$ cat src/rtl/irq_agg_pkg.sv
package irq_agg_pkg;

   typedef enum logic [1:0] {
      REG_STAT_RC = 2'd0,
      REG_STAT_WZ = 2'd1,
      REG_EN_RC   = 2'd2,
      REG_EN_WZ   = 2'd3
   } irq_reg_e;

endpackage

$ cat src/rtl/irq_rc_bank.sv
module irq_rc_bank #(
   parameter int N = 3
) (
   input  logic         clk,
   input  logic         rst_n,
   input  logic [N-1:0] ev,
   input  logic         rd_sel,
   output logic [N-1:0] flags
);

   logic [N-1:0] flags_q;
   logic [N-1:0] pend_q;
   logic         rd_q;

   always_ff @(posedge clk or negedge rst_n) begin
      if (!rst_n) begin
         flags_q <= '0;
         pend_q  <= '0;
         rd_q    <= 1'b0;
      end else begin
         rd_q <= rd_sel;
         if (rd_sel) begin
            pend_q <= pend_q | ev;
         end else if (rd_q) begin
            flags_q <= pend_q | ev;
            pend_q  <= '0;
         end else begin
            flags_q <= flags_q | ev;
         end
      end
   end

   assign flags = flags_q;

   a_r2_frozen_in_read: assert property (@(posedge clk) disable iff (!rst_n)
      rd_sel |=> $stable(flags_q));

   a_r4_parked: assert property (@(posedge clk) disable iff (!rst_n)
      rd_sel |=> ((pend_q & $past(ev)) == $past(ev)));

   a_r3_cleared: assert property (@(posedge clk) disable iff (!rst_n)
      (rd_q && !rd_sel && pend_q == '0 && ev == '0) |=> (flags_q == '0));

   a_r1_flag_sets: assert property (@(posedge clk) disable iff (!rst_n)
      (!rd_sel && ev != '0) |=> ((flags_q & $past(ev)) == $past(ev)));

endmodule

$ cat src/rtl/irq_wz_bank.sv
module irq_wz_bank #(
   parameter int N = 3
) (
   input  logic         clk,
   input  logic         rst_n,
   input  logic [N-1:0] ev,
   input  logic         wr_sel,
   input  logic [N-1:0] keep,
   output logic [N-1:0] flags
);

   logic [N-1:0] flags_q;

   always_ff @(posedge clk or negedge rst_n) begin
      if (!rst_n) begin
         flags_q <= '0;
      end else if (wr_sel) begin
         flags_q <= (flags_q & keep) | ev;
      end else begin
         flags_q <= flags_q | ev;
      end
   end

   assign flags = flags_q;

   a_r9_event_wins: assert property (@(posedge clk) disable iff (!rst_n)
      (ev != '0) |=> ((flags_q & $past(ev)) == $past(ev)));

   a_r5_read_no_effect: assert property (@(posedge clk) disable iff (!rst_n)
      (!wr_sel && ev == '0) |=> $stable(flags_q));

endmodule

$ cat src/rtl/irq_req_merge.sv
module irq_req_merge #(
   parameter int N       = 6,
   parameter bit REG_OUT = 1'b0
) (
   input  logic         clk,
   input  logic         rst_n,
   input  logic [N-1:0] flags,
   input  logic [N-1:0] en,
   output logic         irq_n
);

   logic any_hit;
   assign any_hit = |(flags & en);

   generate
      if (REG_OUT) begin : g_reg
         logic irq_n_q;
         always_ff @(posedge clk or negedge rst_n) begin
            if (!rst_n) irq_n_q <= 1'b1;
            else        irq_n_q <= ~any_hit;
         end
         assign irq_n = irq_n_q;
      end else begin : g_comb
         assign irq_n = ~any_hit;
      end
   endgenerate

endmodule

$ cat src/rtl/irq_flag_agg.sv
module irq_flag_agg
   import irq_agg_pkg::*;
#(
   parameter int N_RC    = 3,
   parameter int N_WZ    = 3,
   parameter int DATA_W  = 8,
   parameter bit REQ_REG = 1'b0
) (
   input  logic              clk,
   input  logic              rst_n,
   input  logic [N_RC-1:0]   ev_rc,
   input  logic [N_WZ-1:0]   ev_wz,
   input  logic              rd_stb,
   input  logic              wr_stb,
   input  logic [1:0]        addr,
   input  logic [DATA_W-1:0] wdata,
   output logic [DATA_W-1:0] rdata,
   output logic              irq_n,
   output logic              irq_flag
);

   localparam int N_ALL   = N_RC + N_WZ;
   localparam int SUM_BIT = DATA_W - 1;

   generate
      if (N_RC < 1 || N_RC + 1 > DATA_W) begin : g_bad_rc
         $error("irq_flag_agg: N_RC must be between 1 and DATA_W-1");
      end
      if (N_WZ < 1 || N_WZ > DATA_W) begin : g_bad_wz
         $error("irq_flag_agg: N_WZ must be between 1 and DATA_W");
      end
   endgenerate

   logic [N_RC-1:0] flags_rc, en_rc;
   logic [N_WZ-1:0] flags_wz, en_wz;
   logic            rd_rc_sel, wr_wz_sel;

   assign rd_rc_sel = rd_stb && (addr == REG_STAT_RC);
   assign wr_wz_sel = wr_stb && (addr == REG_STAT_WZ);

   always_ff @(posedge clk or negedge rst_n) begin
      if (!rst_n) begin
         en_rc <= '0;
         en_wz <= '0;
      end else if (wr_stb) begin
         if (addr == REG_EN_RC) en_rc <= wdata[N_RC-1:0];
         if (addr == REG_EN_WZ) en_wz <= wdata[N_WZ-1:0];
      end
   end

   irq_rc_bank #(.N(N_RC)) i_rc (
      .clk    (clk),
      .rst_n  (rst_n),
      .ev     (ev_rc),
      .rd_sel (rd_rc_sel),
      .flags  (flags_rc)
   );

   irq_wz_bank #(.N(N_WZ)) i_wz (
      .clk    (clk),
      .rst_n  (rst_n),
      .ev     (ev_wz),
      .wr_sel (wr_wz_sel),
      .keep   (wdata[N_WZ-1:0]),
      .flags  (flags_wz)
   );

   irq_req_merge #(.N(N_ALL), .REG_OUT(REQ_REG)) i_req (
      .clk   (clk),
      .rst_n (rst_n),
      .flags ({flags_wz, flags_rc}),
      .en    ({en_wz, en_rc}),
      .irq_n (irq_n)
   );

   assign irq_flag = ~irq_n;

   always_comb begin
      rdata = '0;
      case (addr)
         REG_STAT_RC: begin
            rdata[N_RC-1:0] = flags_rc;
            rdata[SUM_BIT]  = irq_flag;
         end
         REG_STAT_WZ: rdata[N_WZ-1:0] = flags_wz;
         REG_EN_RC:   rdata[N_RC-1:0] = en_rc;
         default:     rdata[N_WZ-1:0] = en_wz;
      endcase
   end

   a_r7_summary_mirror: assert property (@(posedge clk) disable iff (!rst_n)
      (addr == REG_STAT_RC) |-> (rdata[SUM_BIT] == !irq_n));

   a_r6_quiet_without_enable: assert property (@(posedge clk) disable iff (!rst_n)
      (en_rc == '0 && en_wz == '0 && !REQ_REG) |-> irq_n);

endmodule

$ cat config.mk
export PLATFORM = sky130hd
export DESIGN_NAME = irq_flag_agg
export DESIGN_NICKNAME = d
export VERILOG_FILES = /design/src/rtl/irq_agg_pkg.sv /design/src/rtl/irq_rc_bank.sv /design/src/rtl/irq_wz_bank.sv /design/src/rtl/irq_req_merge.sv /design/src/rtl/irq_flag_agg.sv
export SDC_FILE = /design/constraint.sdc
export NUM_CORES = 1
export LEC_CHECK = 0
export BUFFER_PORTS_ARGS = -buffer_cell sky130_fd_sc_hd__buf_2
export CAP_MARGIN = 20
export CORE_UTILIZATION = 47
export DETAILED_ROUTE_END_ITERATION = 6
export PLACE_DENSITY = 0.77
export SETUP_SLACK_MARGIN = 0.1
export SYNTH_ARGS = -nofsm -noshare
export SYNTH_HDL_FRONTEND = slang
export SYNTH_SLANG_ARGS = --single-unit
$ cat constraint.sdc
create_clock -name clk -period 1.1 [get_ports clk]
set_input_delay 0.055 -clock clk [delete_from_list [all_inputs] [get_ports clk]]
set_output_delay 0.055 -clock clk [all_outputs]
set_load 0.01 [all_outputs]
==> run summary, run 1 <==
============================================================================
Floorplan core area                                                 1559 µm²
Clock transition at path regs                                        0.09 ns
Worst setup path endpoint                                           rdata[2]
Final GP Congestion                                                   0.8058
Area of the mapped netlist                                         818.3 µm²
Highest clock rate                                                 725.3 MHz
Most common library cell in the layout ignoring fill and taps   sky130_fd_sc_hd__buf_2
Number of sinks handled by clock tree synthesis                           16
Violations in the final reports                                 DRC, setup timing
Final antenna-violating net count                                          0
Post-synthesis sequential area ratio                                  48.93%
Clock period minus final worst setup slack                          1.379 ns
Global route total overflow                                                0
DRC violation count after routing                                          2
Wire length of the first global-routing pass                         2594 µm
WL final                                                             1493 µm
Number of iterations in the first detailed-routing pass                    6
Antenna diode count                                                        0
Endpoint arrival time on the critical path                           1.32 ns
Cell type with the highest aggregate area in the netlist        sky130_fd_sc_hd__dfrtp_1
Average via count per standard cell                                    5.689
Number of rows created at floorplan                                       14
Yosys warning total                                                        0
Layout cells sized above 1                                            52.87%
CTS tree                                                               built
Later-pin clock latency in the skew report                           0.29 ns
Final critical-path share of the clock period                         125.3%
Starting Density                                                      52.49%
Number of max-cap violations                                               0
Pin count of the biggest net entering global routing                      17
Power density relative to cell area                              1332 nW/µm²
Fill cells                                                               123
Syn Inst Count                                                            61
Count of cell types in the netlist                                        21
Post-synthesis average cell area                                   13.41 µm²
Relative area change from synthesis to final layout                   20.34%
Total die area                                                      1912 µm²
Root cell of the clock tree                                     sky130_fd_sc_hd__clkbuf_4
Outcome                                                         finished, violations left
Max H-tree Level                                                           1
Leakage power                                                      0.4348 nW
Cell types occupying the most area after synthesis              sky130_fd_sc_hd__dfrtp_1 49%, sky130_fd_sc_hd__mux4_1 9.6%, sky130_fd_sc_hd__mux2_2 8.3%
Startpoint of the worst setup timing path                       i_rc.flags[2]$_DFFE_PN0N_
Top library cells by usage in the layout, fill and taps aside   19 x sky130_fd_sc_hd__buf_2, 16 x sky130_fd_sc_hd__dfrtp_1, 6 x sky130_fd_sc_hd__mux2_2
Count of pins on the block boundary                                       30
Endpoint kind of the worst setup timing path                    primary output
Count of endpoints failing hold in the final timing report                 0
Register area                                                      400.4 µm²
IR Drop Worst-Case VDD                                              702.6 µV
Worst r2r path cells                                                       2
Aggregate global-route resource usage                                 19.13%
CP Data Required Time                                                1.04 ns
Area fraction of the dominant cell type after synthesis               48.93%
DIE WIDTH                                                           43.73 µm
Unrepaired setup endpoints after global routing                          yes
Max-slew violation count                                                   0
Count of endpoints failing setup in the final report                       6
Reg-to-reg critical path startpoint                             i_rc.rd_q$_DFF_PN0_
Wire length per cell after detailed routing                         14.50 µm
Worst clock skew on the final layout                            0.0001695 ns
Number of nets in the final layout                                       109
Maximum buffer depth of the clock tree                                     2
IO buf count                                                              20
Placed wire-length estimate after detailed placement                 1079 µm
Post-layout util                                                      63.16%
Die height                                                          43.73 µm
Reg2Reg Setup Slack                                                  0.14 ns
Iteration-0 DRC Markers                                                   12
Power, Total                                                      0.001312 W
Endpoint of the worst-slack reg-to-reg timing path              i_rc.flags[2]$_DFFE_PN0N_
Class of the most critical hold timing path                        in -> reg
Critical Setup Path Class                                         reg -> out
Nature of the critical path startpoint                             flip-flop
Count of state elements after synthesis                                   16
Multi-input gate area in the final layout                          376.6 µm²
Number of buffers inserted during clock tree synthesis                     3
Setup WS post-layout                                              -0.2787 ns
Critical Path Fanout Max                                                   3
Routed vias                                                              586
Via count of the first global-routing pass                               573
Initial antenna violation count                                            0
============================================================================
-- final cells by class --
class,count,share of cell area (%)
Tap cell,16,2.033
Multi-Input combinational cell,41,38.25
Clock buffer,3,2.287
Sequential cell,16,40.66
Timing Repair Buffer,26,16.39
Inverter,1,0.3812
-- report_power, final --
group	internal, W	switching (W)	total [W]
clock	0.000127	0.000180	0.000307
combinational	0.000172	0.000112	0.000285
sequential	0.000661	0.0000598	0.000720
total	0.000961	0.000352	0.00131
-- flip-flops by register name (all words and copies together), names as in the netlist --
name,flops
i_rc.pend_q,3
en_rc,3
en_wz,3
i_rc.flags,3
i_rc.rd_q,1
i_wz.flags,3
-- Yosys cell counts --
library cell,count
sky130_fd_sc_hd__inv_1,1
sky130_fd_sc_hd__nand3_1,1
sky130_fd_sc_hd__nand3b_1,2
sky130_fd_sc_hd__a22oi_1,3
sky130_fd_sc_hd__dfrtp_1,16
sky130_fd_sc_hd__o21bai_1,2
sky130_fd_sc_hd__nand2b_4,1
sky130_fd_sc_hd__nor3_1,1
sky130_fd_sc_hd__and3_1,1
sky130_fd_sc_hd__o31a_2,2
sky130_fd_sc_hd__buf_4,4
sky130_fd_sc_hd__buf_6,2
sky130_fd_sc_hd__nand2b_1,3
sky130_fd_sc_hd__mux2_2,6
sky130_fd_sc_hd__nor2_1,4
sky130_fd_sc_hd__o32a_2,1
sky130_fd_sc_hd__o21ai_0,3
sky130_fd_sc_hd__a22o_2,3
sky130_fd_sc_hd__mux4_1,3
sky130_fd_sc_hd__conb_1,1
sky130_fd_sc_hd__nor3b_4,1
-- metrics by stage --
stage	setup TNS (ns)	worst slack [ns]	hold WS, ns	cells	area [µm²]
after detailed placement	0	0.01438	-0.01487	95	904.6
after global placement	0	0.01816	-0.01671	95	904.6
final	-1.478	-0.2787	0.02336	103	984.7
after CTS	-1.572	-0.2780	0.01708	102	955.9
after floorplan	0	0.1358	-0.2406	64	829.5
after global routing	-1.709	-0.3125	0.02282	103	984.7
-- cell families (layout without fill, tap and decap cells) --
family	after synthesis	count (layout)	share of synthesized area, %
AOI/OAI and AO/OA	14	14	13.91
buffers and inverters	7	30	6.880
muxes	9	9	17.89
DFF	16	16	48.93
other	1	4	0.4583
and+or+nand+nor	14	14	11.92
-- worst min-delay path by stage --
stage                        start                    endpoint  cells after the start
after CTS                 wdata[0]        en_rc[0]$_DFFE_PN0P_                      2
after floorplan              rst_n        en_rc[0]$_DFFE_PN0P_                      0
after detailed placement     rst_n         i_rc.rd_q$_DFF_PN0_                      1
after global placement       rst_n  i_rc.pend_q[1]$_DFFE_PN0P_                      1
after global routing      wdata[2]        en_rc[2]$_DFFE_PN0P_                      2
final                     ev_rc[2]  i_rc.pend_q[2]$_DFFE_PN0P_                      2
-- repair_timing --
action | 4_1_cts | 5_1_grt
pin swaps | 1 | 2
setup endpoints to repair | 6 | 7
buffers inserted | 0 | 1
hold buffers | 4 | 0
gates resized for setup | 3 | 5
hold endpoints to repair | 19 | 0
-- per-layer routing --
layer  wire (µm)  vias to the layer above  GRT usage, %
li1            -                      271             -
met1         669                      290         25.91
met2         692                       20         29.25
met3          85                        5         4.167
met4          46                        0         9.375
met5           0                        -             0
-- worst max-delay path, cell delays in order, from the launching register on --
cell                      delay (ns)
sky130_fd_sc_hd__dfrtp_1        0.42
sky130_fd_sc_hd__mux4_2         0.46
sky130_fd_sc_hd__buf_2          0.15
Power figures use the tool's default switching activity.
==> run 2, diff against run 1 <==
- CELL_PAD_IN_SITES_DETAIL_PLACEMENT: default -> 1
- CELL_PAD_IN_SITES_GLOBAL_PLACEMENT: default -> 1
- CORE_UTILIZATION: 47 -> 37
- PLACE_DENSITY: 0.77 -> default
- PLACE_DENSITY_LB_ADDON: default -> 0.1
- SKIP_LAST_GASP: default -> 1
==> run summary, run 2 (same netlist as run 1, synthesis figures left out) <==
============================================================================
Later-pin clock latency in the skew report                           0.28 ns   about the same
Gr busiest metal                                                        met2
Global route total overflow                                                0   unchanged
Antenna diode count                                                        0   unchanged
Root cell of the clock tree                                     sky130_fd_sc_hd__clkbuf_4
CP Data Required Time                                                1.04 ns   about the same
WL final                                                             1743 µm   +17%
Multi-input gate area in the final layout                          381.6 µm²   +1.3%
Wire length per cell after detailed routing                         14.90 µm   +2.8%
Class of the most critical hold timing path                        in -> reg
Outcome                                                         finished, violations left
Max-slew violation count                                                   0   unchanged
Worst r2r path cells                                                       3   +1
Nature of the critical path startpoint                             flip-flop
Total die area                                                      2403 µm²   +26%
Count of endpoints failing setup in the final report                       6   unchanged
Number of nets in the final layout                                       111   +1.8%
Most common library cell in the layout ignoring fill and taps   sky130_fd_sc_hd__buf_2
DIE WIDTH                                                           49.03 µm   +12%
Fraction of met2 tracks used by global routing                        27.08%   -2.2 points
Clock period minus final worst setup slack                          1.378 ns   -0.0004160 ns
Starting Density                                                      40.47%   -12 points
Placed wire-length estimate after detailed placement                 1224 µm   +13%
Setup TNS                                                          -1.485 ns   -0.006660 ns
Violations in the final reports                                 setup timing
Layout cells sized above 1                                            56.67%   +3.8 points
Maximum buffer depth of the clock tree                                     2   unchanged
Register area                                                      401.6 µm²   +0.31%
Final antenna-violating net count                                          0   unchanged
Top library cells by usage in the layout, fill and taps aside   17 x sky130_fd_sc_hd__buf_2, 15 x sky130_fd_sc_hd__dfrtp_1, 6 x sky130_fd_sc_hd__mux2_2
Count of endpoints failing hold in the final timing report                 0   unchanged
Initial antenna violation count                                            0   unchanged
Fill cells                                                               219   +78%
Wire length of the first global-routing pass                         2856 µm   +10%
Number of sinks handled by clock tree synthesis                           16   unchanged
Iteration-0 DRC Markers                                                    6   -6
Pin count of the biggest net entering global routing                      17   unchanged
Critical Path Fanout Max                                                   3   unchanged
Max H-tree Level                                                           1   unchanged
Final critical-path share of the clock period                         125.3%   about the same
Number of buffers inserted during clock tree synthesis                     3   unchanged
Number of max-cap violations                                               0   unchanged
Post-Layout Inst Area                                               1046 µm²   +6.2%
Number of iterations in the first detailed-routing pass                    4   -2
Highest clock rate                                                 725.5 MHz   about the same
Post-layout util                                                      51.73%   -11 points
Floorplan core area                                                 2022 µm²   +30%
Final GP Congestion                                                   0.7468   -7.3%
Pre-CTS setup slack                                              0.001901 ns   -0.01248 ns
IR Drop Worst-Case VDD                                              724.9 µV   +3.2%
Count of pins on the block boundary                                       30   unchanged
DRC violation count after routing                                          0   -2
Global routing met3 resource utilization                              3.427%   -0.74 points
Average via count per standard cell                                    5.077   -11%
Setup WS post-layout                                              -0.2783 ns   +0.0004160 ns
Post-Place Cell Area                                               918.4 µm²   +1.5%
Global-route track usage on met1                                      20.04%   -5.9 points
Number of rows created at floorplan                                       16   +2
Critical Setup Path Class                                         reg -> out
IO buf count                                                              20   unchanged
Power density relative to cell area                              1355 nW/µm²   +1.7%
Endpoint arrival time on the critical path                           1.32 ns   about the same
Relative area change from synthesis to final layout                   27.83%
Die height                                                          49.03 µm   +12%
Via count of the first global-routing pass                               592   +3.3%
Clock transition at path regs                                        0.10 ns   about the same
Leakage power                                                      0.4530 nW   +4.2%
Endpoint kind of the worst setup timing path                    primary output
Worst clock skew on the final layout                             0.005425 ns   +0.005255 ns
CTS tree                                                               built
Depth of the worst hold-timing path                                        2   unchanged
Aggregate global-route resource usage                                 16.23%   -2.9 points
Unrepaired setup endpoints after global routing                          yes
Routed vias                                                              594   +1.4%
============================================================================
run 2: final timing paths:
kind	start	slack (ns)	to
worst max-delay path	i_wz.flags[1]$_DFF_PN0_	-0.28	rdata[1]
min in group asynchronous	rst_n	0.20	en_wz[1]$_DFFE_PN0P_
worst max register to register	i_rc.flags[1]$_DFFE_PN0N_	0.16	i_rc.flags[1]$_DFFE_PN0N_
worst min-delay path	wdata[2]	0.03	en_rc[2]$_DFFE_PN0P_
max in group asynchronous	rst_n	0.62	i_rc.rd_q$_DFF_PN0_
worst min register to register	i_rc.pend_q[2]$_DFFE_PN0P_	0.52	i_rc.pend_q[2]$_DFFE_PN0P_
run 2: metal layers:
layer  vias up  wire, µm
met4         0        13
met3         2        61
met1       299       800
met5         -         0
li1        277         -
met2        16       867
run 2: critical path, cell delays in order (launching register included):
cell	delay [ns]
sky130_fd_sc_hd__dfrtp_1	0.42
sky130_fd_sc_hd__mux4_2	0.47
sky130_fd_sc_hd__buf_2	0.15
run 2: where the power goes:
part           switching (W)  total, W  internal [W]  leakage (nW)
clock               0.000184  0.000386      0.000201        0.0210
sequential         0.0000616  0.000723      0.000661         0.175
combinational       0.000122  0.000310      0.000188         0.257
run 2: metrics by stage:
step | total power, W | cells | hold slack, ns
3_3_place_gp | 0.0009665 | 106 | -0.01147
4_1_cts | 0.001404 | 117 | 0.01750
6_report | 0.001418 | 117 | 0.03069
3_5_place_dp | 0.0009761 | 106 | -0.008718
2_1_floorplan | 0.0008901 | 64 | -0.2406
5_1_grt | 0.001496 | 117 | 0.02506
run 2: final cells by class:
cell class	count	area share (%)
Tap cell	27	3.230
Timing Repair Buffer	28	18.06
Multi-Input combinational cell	41	36.48
Sequential cell	16	38.40
Clock buffer	4	3.469
Inverter	1	0.3589
run 2: repair_timing:
action | CTS | global route
setup endpoints to repair | 6 | 7
resized for setup | 3 | 9
setup buffers | 3 | 0
pin swaps | 2 | 2
hold endpoints to repair | 19 | 0
hold buffers | 4 | 0
